==> config.mk <==
export PLATFORM = sky130hd
export DESIGN_NAME = retstack_top
export DESIGN_NICKNAME = d
export VERILOG_FILES = /design/src/rtl/retstack_pkg.sv /design/src/rtl/retstack_ptr.sv /design/src/rtl/retstack_addr.sv /design/src/rtl/retstack_seq.sv /design/src/rtl/retstack_top.sv
export SDC_FILE = /design/constraint.sdc
export NUM_CORES = 1
export LEC_CHECK = 0
export BUFFER_PORTS_ARGS = -buffer_cell sky130_fd_sc_hd__buf_2
export CAP_MARGIN = 15
export CELL_PAD_IN_SITES_DETAIL_PLACEMENT = 1
export CELL_PAD_IN_SITES_GLOBAL_PLACEMENT = 1
export CORE_MARGIN = 8
export CORE_UTILIZATION = 36
export DETAILED_ROUTE_END_ITERATION = 10
export HOLD_SLACK_MARGIN = 0.12
export PLACE_DENSITY_LB_ADDON = 0.1
export SKIP_LAST_GASP = 1
export SYNTH_ARGS = -nofsm -noshare
export SYNTH_HDL_FRONTEND = slang
export SYNTH_SLANG_ARGS = --single-unit
==> constraint.sdc <==
create_clock -name clk -period 2.4 [get_ports clk]
set_input_delay 0.36 -clock clk [delete_from_list [all_inputs] [get_ports clk]]
set_output_delay 0.36 -clock clk [all_outputs]
set_load 0.01 [all_outputs]
==> src/rtl/retstack_pkg.sv <==
package retstack_pkg;
  localparam int PCW    = 13;
  localparam int SPW    = 3;
  localparam int LEVELS = 1 << SPW;

  typedef enum logic [1:0] {
    OP_NOP  = 2'b00,
    OP_PUSH = 2'b01,
    OP_RET  = 2'b10,
    OP_RETR = 2'b11
  } rs_op_e;

  typedef struct packed {
    logic           cy;
    logic           ac;
    logic           bs;
    logic [PCW-1:0] pc;
  } rs_frame_t;

  // upper byte: flags and PC12 in the high nibble, PC[11:8] below
  function automatic logic [15:0] rs_pack(rs_frame_t f);
    return {f.cy, f.ac, f.bs, f.pc[12], f.pc[11:8], f.pc[7:0]};
  endfunction

  function automatic rs_frame_t rs_unpack(logic [15:0] w);
    rs_frame_t f;
    f.cy = w[15];
    f.ac = w[14];
    f.bs = w[13];
    f.pc = {w[12], w[11:8], w[7:0]};
    return f;
  endfunction
endpackage

==> src/rtl/retstack_ptr.sv <==
module retstack_ptr #(
  parameter int SPW = 3
) (
  input  logic           clk,
  input  logic           rst_n,
  input  logic           inc,
  input  logic           dec,
  output logic [SPW-1:0] sp
);
  always_ff @(posedge clk) begin
    if (!rst_n)   sp <= '0;
    else if (inc) sp <= sp + SPW'(1);
    else if (dec) sp <= sp - SPW'(1);
  end
endmodule

==> src/rtl/retstack_addr.sv <==
module retstack_addr #(
  parameter int SPW  = 3,
  parameter int AW   = 8,
  parameter int BASE = 8
) (
  input  logic [SPW-1:0] sp,
  input  logic           hi_sel,
  output logic [AW-1:0]  addr
);
  localparam logic [AW-1:0] BASE_A = AW'(BASE);
  always_comb addr = BASE_A + AW'({sp, 1'b0}) + AW'(hi_sel);
endmodule

==> src/rtl/retstack_seq.sv <==
module retstack_seq (
  input  logic       clk,
  input  logic       rst_n,
  input  logic       cmd_valid,
  input  logic [1:0] cmd_op,
  output logic       cmd_ready,
  output logic       take_push,
  output logic       take_pop,
  output logic       wr_lo,
  output logic       wr_hi,
  output logic       rd_hi,
  output logic       rd_cap,
  output logic       hi_sel,
  output logic       restore_q
);
  import retstack_pkg::*;

  typedef enum logic [2:0] {S_IDLE, S_WLO, S_WHI, S_RLO, S_RHI, S_RCAP} st_e;
  st_e st;

  assign cmd_ready = (st == S_IDLE);
  assign take_push = cmd_valid && cmd_ready && (rs_op_e'(cmd_op) == OP_PUSH);
  assign take_pop  = cmd_valid && cmd_ready && cmd_op[1];
  assign wr_lo     = (st == S_WLO);
  assign wr_hi     = (st == S_WHI);
  assign rd_hi     = (st == S_RHI);
  assign rd_cap    = (st == S_RCAP);
  assign hi_sel    = (st == S_WHI) || (st == S_RHI);

  always_ff @(posedge clk) begin
    if (!rst_n) begin
      st        <= S_IDLE;
      restore_q <= 1'b0;
    end else begin
      case (st)
        S_IDLE: begin
          if (take_push) st <= S_WLO;
          else if (take_pop) begin
            st        <= S_RLO;
            restore_q <= cmd_op[0];
          end
        end
        S_WLO:   st <= S_WHI;
        S_WHI:   st <= S_IDLE;
        S_RLO:   st <= S_RHI;
        S_RHI:   st <= S_RCAP;
        default: st <= S_IDLE;
      endcase
    end
  end
endmodule

==> src/rtl/retstack_top.sv <==
module retstack_top #(
  parameter int AW   = 8,
  parameter int BASE = 8
) (
  input  logic        clk,
  input  logic        rst_n,
  input  logic        cmd_valid,
  output logic        cmd_ready,
  input  logic [1:0]  cmd_op,
  input  logic [12:0] pc_in,
  input  logic        cy_in,
  input  logic        ac_in,
  input  logic        bs_in,
  output logic [7:0]  psw_out,
  output logic        res_valid,
  output logic [12:0] res_pc,
  output logic        res_cy,
  output logic        res_ac,
  output logic        res_bs,
  output logic        res_flag_load,
  output logic [AW-1:0] ram_addr,
  output logic        ram_we,
  output logic [7:0]  ram_wdata,
  input  logic [7:0]  ram_rdata
);
  import retstack_pkg::*;

  logic take_push, take_pop, wr_lo, wr_hi, rd_hi, rd_cap, hi_sel, restore_q;
  logic [SPW-1:0] sp;
  logic [15:0] frame_w;
  logic [7:0]  lo_q;
  rs_frame_t   got;

  retstack_seq u_seq (
    .clk(clk), .rst_n(rst_n), .cmd_valid(cmd_valid), .cmd_op(cmd_op),
    .cmd_ready(cmd_ready), .take_push(take_push), .take_pop(take_pop),
    .wr_lo(wr_lo), .wr_hi(wr_hi), .rd_hi(rd_hi), .rd_cap(rd_cap),
    .hi_sel(hi_sel), .restore_q(restore_q)
  );

  // pointer moves after the last write of a push, on the take edge of a pop
  retstack_ptr #(.SPW(SPW)) u_ptr (
    .clk(clk), .rst_n(rst_n), .inc(wr_hi), .dec(take_pop), .sp(sp)
  );

  retstack_addr #(.SPW(SPW), .AW(AW), .BASE(BASE)) u_addr (
    .sp(sp), .hi_sel(hi_sel), .addr(ram_addr)
  );

  always_ff @(posedge clk) begin
    if (!rst_n) frame_w <= '0;
    else if (take_push) frame_w <= rs_pack('{cy: cy_in, ac: ac_in, bs: bs_in, pc: pc_in});
  end

  assign ram_we    = wr_lo || wr_hi;
  assign ram_wdata = wr_hi ? frame_w[15:8] : frame_w[7:0];
  assign psw_out   = {cy_in, ac_in, 1'b1, bs_in, 1'b0, sp};
  assign got       = rs_unpack({ram_rdata, lo_q});

  always_ff @(posedge clk) begin
    if (!rst_n) begin
      lo_q          <= '0;
      res_valid     <= 1'b0;
      res_pc        <= '0;
      res_cy        <= 1'b0;
      res_ac        <= 1'b0;
      res_bs        <= 1'b0;
      res_flag_load <= 1'b0;
    end else begin
      if (rd_hi) lo_q <= ram_rdata;
      res_valid <= rd_cap;
      if (rd_cap) begin
        res_pc        <= got.pc;
        res_cy        <= restore_q & got.cy;
        res_ac        <= restore_q & got.ac;
        res_bs        <= restore_q & got.bs;
        res_flag_load <= restore_q;
      end
    end
  end
endmodule

==> flow_metrics.tcl <==
set metrics [dict create \
    status "complete, no violations" \
    endpoint_kind "output port" \
    ios 73 \
    seq_power_share 0.509 \
    p_leak_nw 1.083 \
    vias 1840 \
    holdPathStages 3 \
    final_max_slew_viol_count 0 \
    layout.nets 330 \
    critPathRequiredTime_ns 2.04 \
    stdcell_area_sq_um 2546 \
    p_sw_frac 0.2566 \
    tns_ns 0 \
    worst_pin_slew_ns 0.7422 \
    maxCapViolations 0 \
    finalNonFillerCells 376 \
    p_comb_frac 0.137 \
    die_h_microns 93.12 \
    cp_top_family "buffers and inverters" \
    rows 28 \
    dp_hpwl_microns 4064 \
    final_hold_viol_count 0 \
    overflow 0 \
    clk_latency_ns 0.30 \
    rsz0062_at_grt "no" \
    p_int_mw 1.239 \
    die_w_microns 93.12 \
    layout_setup_ws_ns 0.4129 \
    setup_viol 0 \
    syn_to_final_growth_pct 18.94 \
    crit_cells 4 \
    antenna_cells 0 \
    clock_path_buffers 2 \
    ys.flop_type "dfxtp_1" \
    synth_top_area_frac 0.4582 \
    cts_resized 0 \
    crit_path_start_kind "register" \
    antenna_left 0 \
    period_minus_slack_ns 1.987 \
    die_area_sq_um 8670 \
    power_density_nw_per_um2 654.7 \
    arrival_ns 1.63 \
    power_mw 1.667 \
    cts_tree "done" \
    cts_root_buf "clkbuf_8" \
    fmax_ghz 0.5032 \
    synth_top_area_cell "dfxtp_1" \
    grt_max_degree 21 \
    drt_pass1_iterations 4 \
    ys_seq_area_frac 0.4582 \
    peakVddDrop_uv 316.2 \
    cts_sinks 49 \
    hold_buffers 0 \
    cts.clk_slew.worst_paths_ns 0.09 \
    initial_core_util 0.3659 \
    synthCells 247 \
    async_flop_share 0 \
    cts_made_buffers 5 \
    cts_setup_buffers 0 \
    wl_microns 5572 \
    grt_util_all_layers 0.1282 \
    power_switching_uw 427.7 \
    core_sq_um 5851 \
    pre_cts_slack_ns 0.5327 \
    antenna_found_initial 0 \
    max_stage_delay_ns 0.43 \
    ys_ff_latch 49 \
    avgSynthCellArea_sq_um 8.667 \
    r2r_cells 5 \
    grt_pass1_vias 1873 \
    gp_congestion 0.7954 \
    synth_edf_count 0 \
    ys_top_cells_by_area "dfxtp_1, a21oi_1, nand2_1" \
    crit_buf_inv 3 \
    ys_warn_count 0 \
    crit_fanout 20 \
    ys_types 34 \
    finClkSkew_ns 0.007125 \
    placed_cell_area_sq_um 2431 \
    htree_levels 2 \
    drive_above_1_share 0.3256 \
    slew-limit-headroom 0.5037 \
    wire_per_inst_microns 14.82 \
    p_clk_frac 0.354 \
    hold_class "primary input to register" \
    period_share 0.8280 \
    critPathKind "register to output port" \
    grt_pass1_wl_microns 9121 \
    vias_per_cell 4.894 \
    numPortBuffers 67 \
    placed_cells 368 \
    drt_iter0_drc 55 \
    cp_cell_sequence "buf_4 > or3_1 > inv_4 > buf_2" \
    route.detailed.drc 0 \
    crit_slowest_cell "or3_1" \
    synth_area_sq_um 2141 \
]
==> registers in the layout, summed over array words and instances (netlist names) <==
name,flops
res_cy,1
lo_q,8
res_ac,1
u_seq.restore_q,1
res_bs,1
res_pc,13
u_ptr.sp,3
u_seq.st,3
res_flag_load,1
res_valid,1
frame_w,16
==> through the flow <==
| stage | utilization | hold WS [ns] |
|---|---|---|
| after floorplan | - | 0.4312 |
| after global placement | 0.4155 | 0.4386 |
| after detailed placement | 0.4155 | 0.4486 |
| after CTS | 0.4352 | 0.2960 |
| after global routing | 0.4352 | 0.3011 |
| final | 0.4352 | 0.3075 |
==> final timing paths <==
kind | start | endpoint | slack, ns
max | u_seq.st[0] | cmd_ready | 0.41
min | ram_rdata[4] | res_pc[12] | 0.31
max reg2reg | u_seq.st[0] | u_ptr.sp[1] | 0.53
min reg2reg | lo_q[3] | res_pc[3] | 0.46
==> layout by cell type (no fill, tap or decap) <==
cell	netlist	final
clkinvlp_4	0	1
a21oi_1	38	38
or4b_2	1	1
nor2b_1	1	1
inv_1	4	4
conb_1	2	5
or3_1	1	1
nand3b_1	2	2
nand3_1	19	19
buf_4	13	8
o211a_1	1	1
buf_2	7	67
mux2i_1	9	9
or4_1	1	1
inv_4	1	1
nor2_1	12	12
mux2_2	8	8
nand2_1	34	34
a2111oi_0	1	1
nor3b_2	0	2
a22oi_2	1	1
xnor2_1	1	1
dfxtp_1	49	49
clkbuf_8	1	5
clkinv_4	0	1
bufinv_16	0	1
o31ai_1	2	2
a21oi_2	1	1
fa_1	1	1
or2_2	1	1
and3b_1	3	3
nand4_1	1	1
o21ai_0	18	18
==> power groups by stage <==
stage	registers, mW	clock network [mW]	logic (mW)
2_1_floorplan	0.869	0	0.175
3_3_place_gp	0.867	0	0.231
3_5_place_dp	0.869	0	0.233
4_1_cts	0.850	0.618	0.233
5_1_grt	0.853	0.645	0.255
6_report	0.849	0.590	0.228
==> layout make-up <==
cell class | instances | area, sq um
fill | 723 | 3304
tap | 75 | 93.84
clock inverter | 3 | 46.29
multi-input combinational | 164 | 939.7
inverter | 5 | 21.27
clock buffer | 5 | 68.82
sequential | 49 | 980.9
timing repair buffer | 75 | 395.4
==> cell usage after synthesis (3+ instances only) <==
master and n:
inv_1 4, buf_4 13, nand3_1 19, dfxtp_1 49
buf_2 7, and3b_1 3, mux2_2 8, o21ai_0 18
clkbuf_1 7, a21oi_1 38, nor2_1 12, nand2_1 34
mux2i_1 9
==> worst min-delay path, delay by kind of cell <==
kind                   cells  cell delay, ns
buffers and inverters      1            0.10
AND/OR/NAND/NOR            1            0.05
AO/OA/AOI/OAI              1            0.05
==> routing by layer <==
metal	GRT usage	up-vias	share of wire
met5	0	-	0
met1	0.1667	856	0.47
met4	0.04027	0	0.0092
li1	-	932	-
met3	0.03926	7	0.066
met2	0.1976	45	0.45
==> cell families (layout without fill, tap and decap cells) <==
group / Yosys count / after routing / synth area share
other: 2 / 5 / 0.003508
AND/OR/NAND/NOR: 78 / 78 / 0.1712
AO/OA/AOI/OAI: 62 / 62 / 0.1566
XOR/XNOR: 1 / 1 / 0.004092
buffers and inverters: 37 / 88 / 0.1128
multiplexers: 17 / 17 / 0.08416
adder cells (fa/ha/maj): 1 / 1 / 0.009352
flip-flops: 49 / 49 / 0.4582
(Power assumes the default switching activity.)
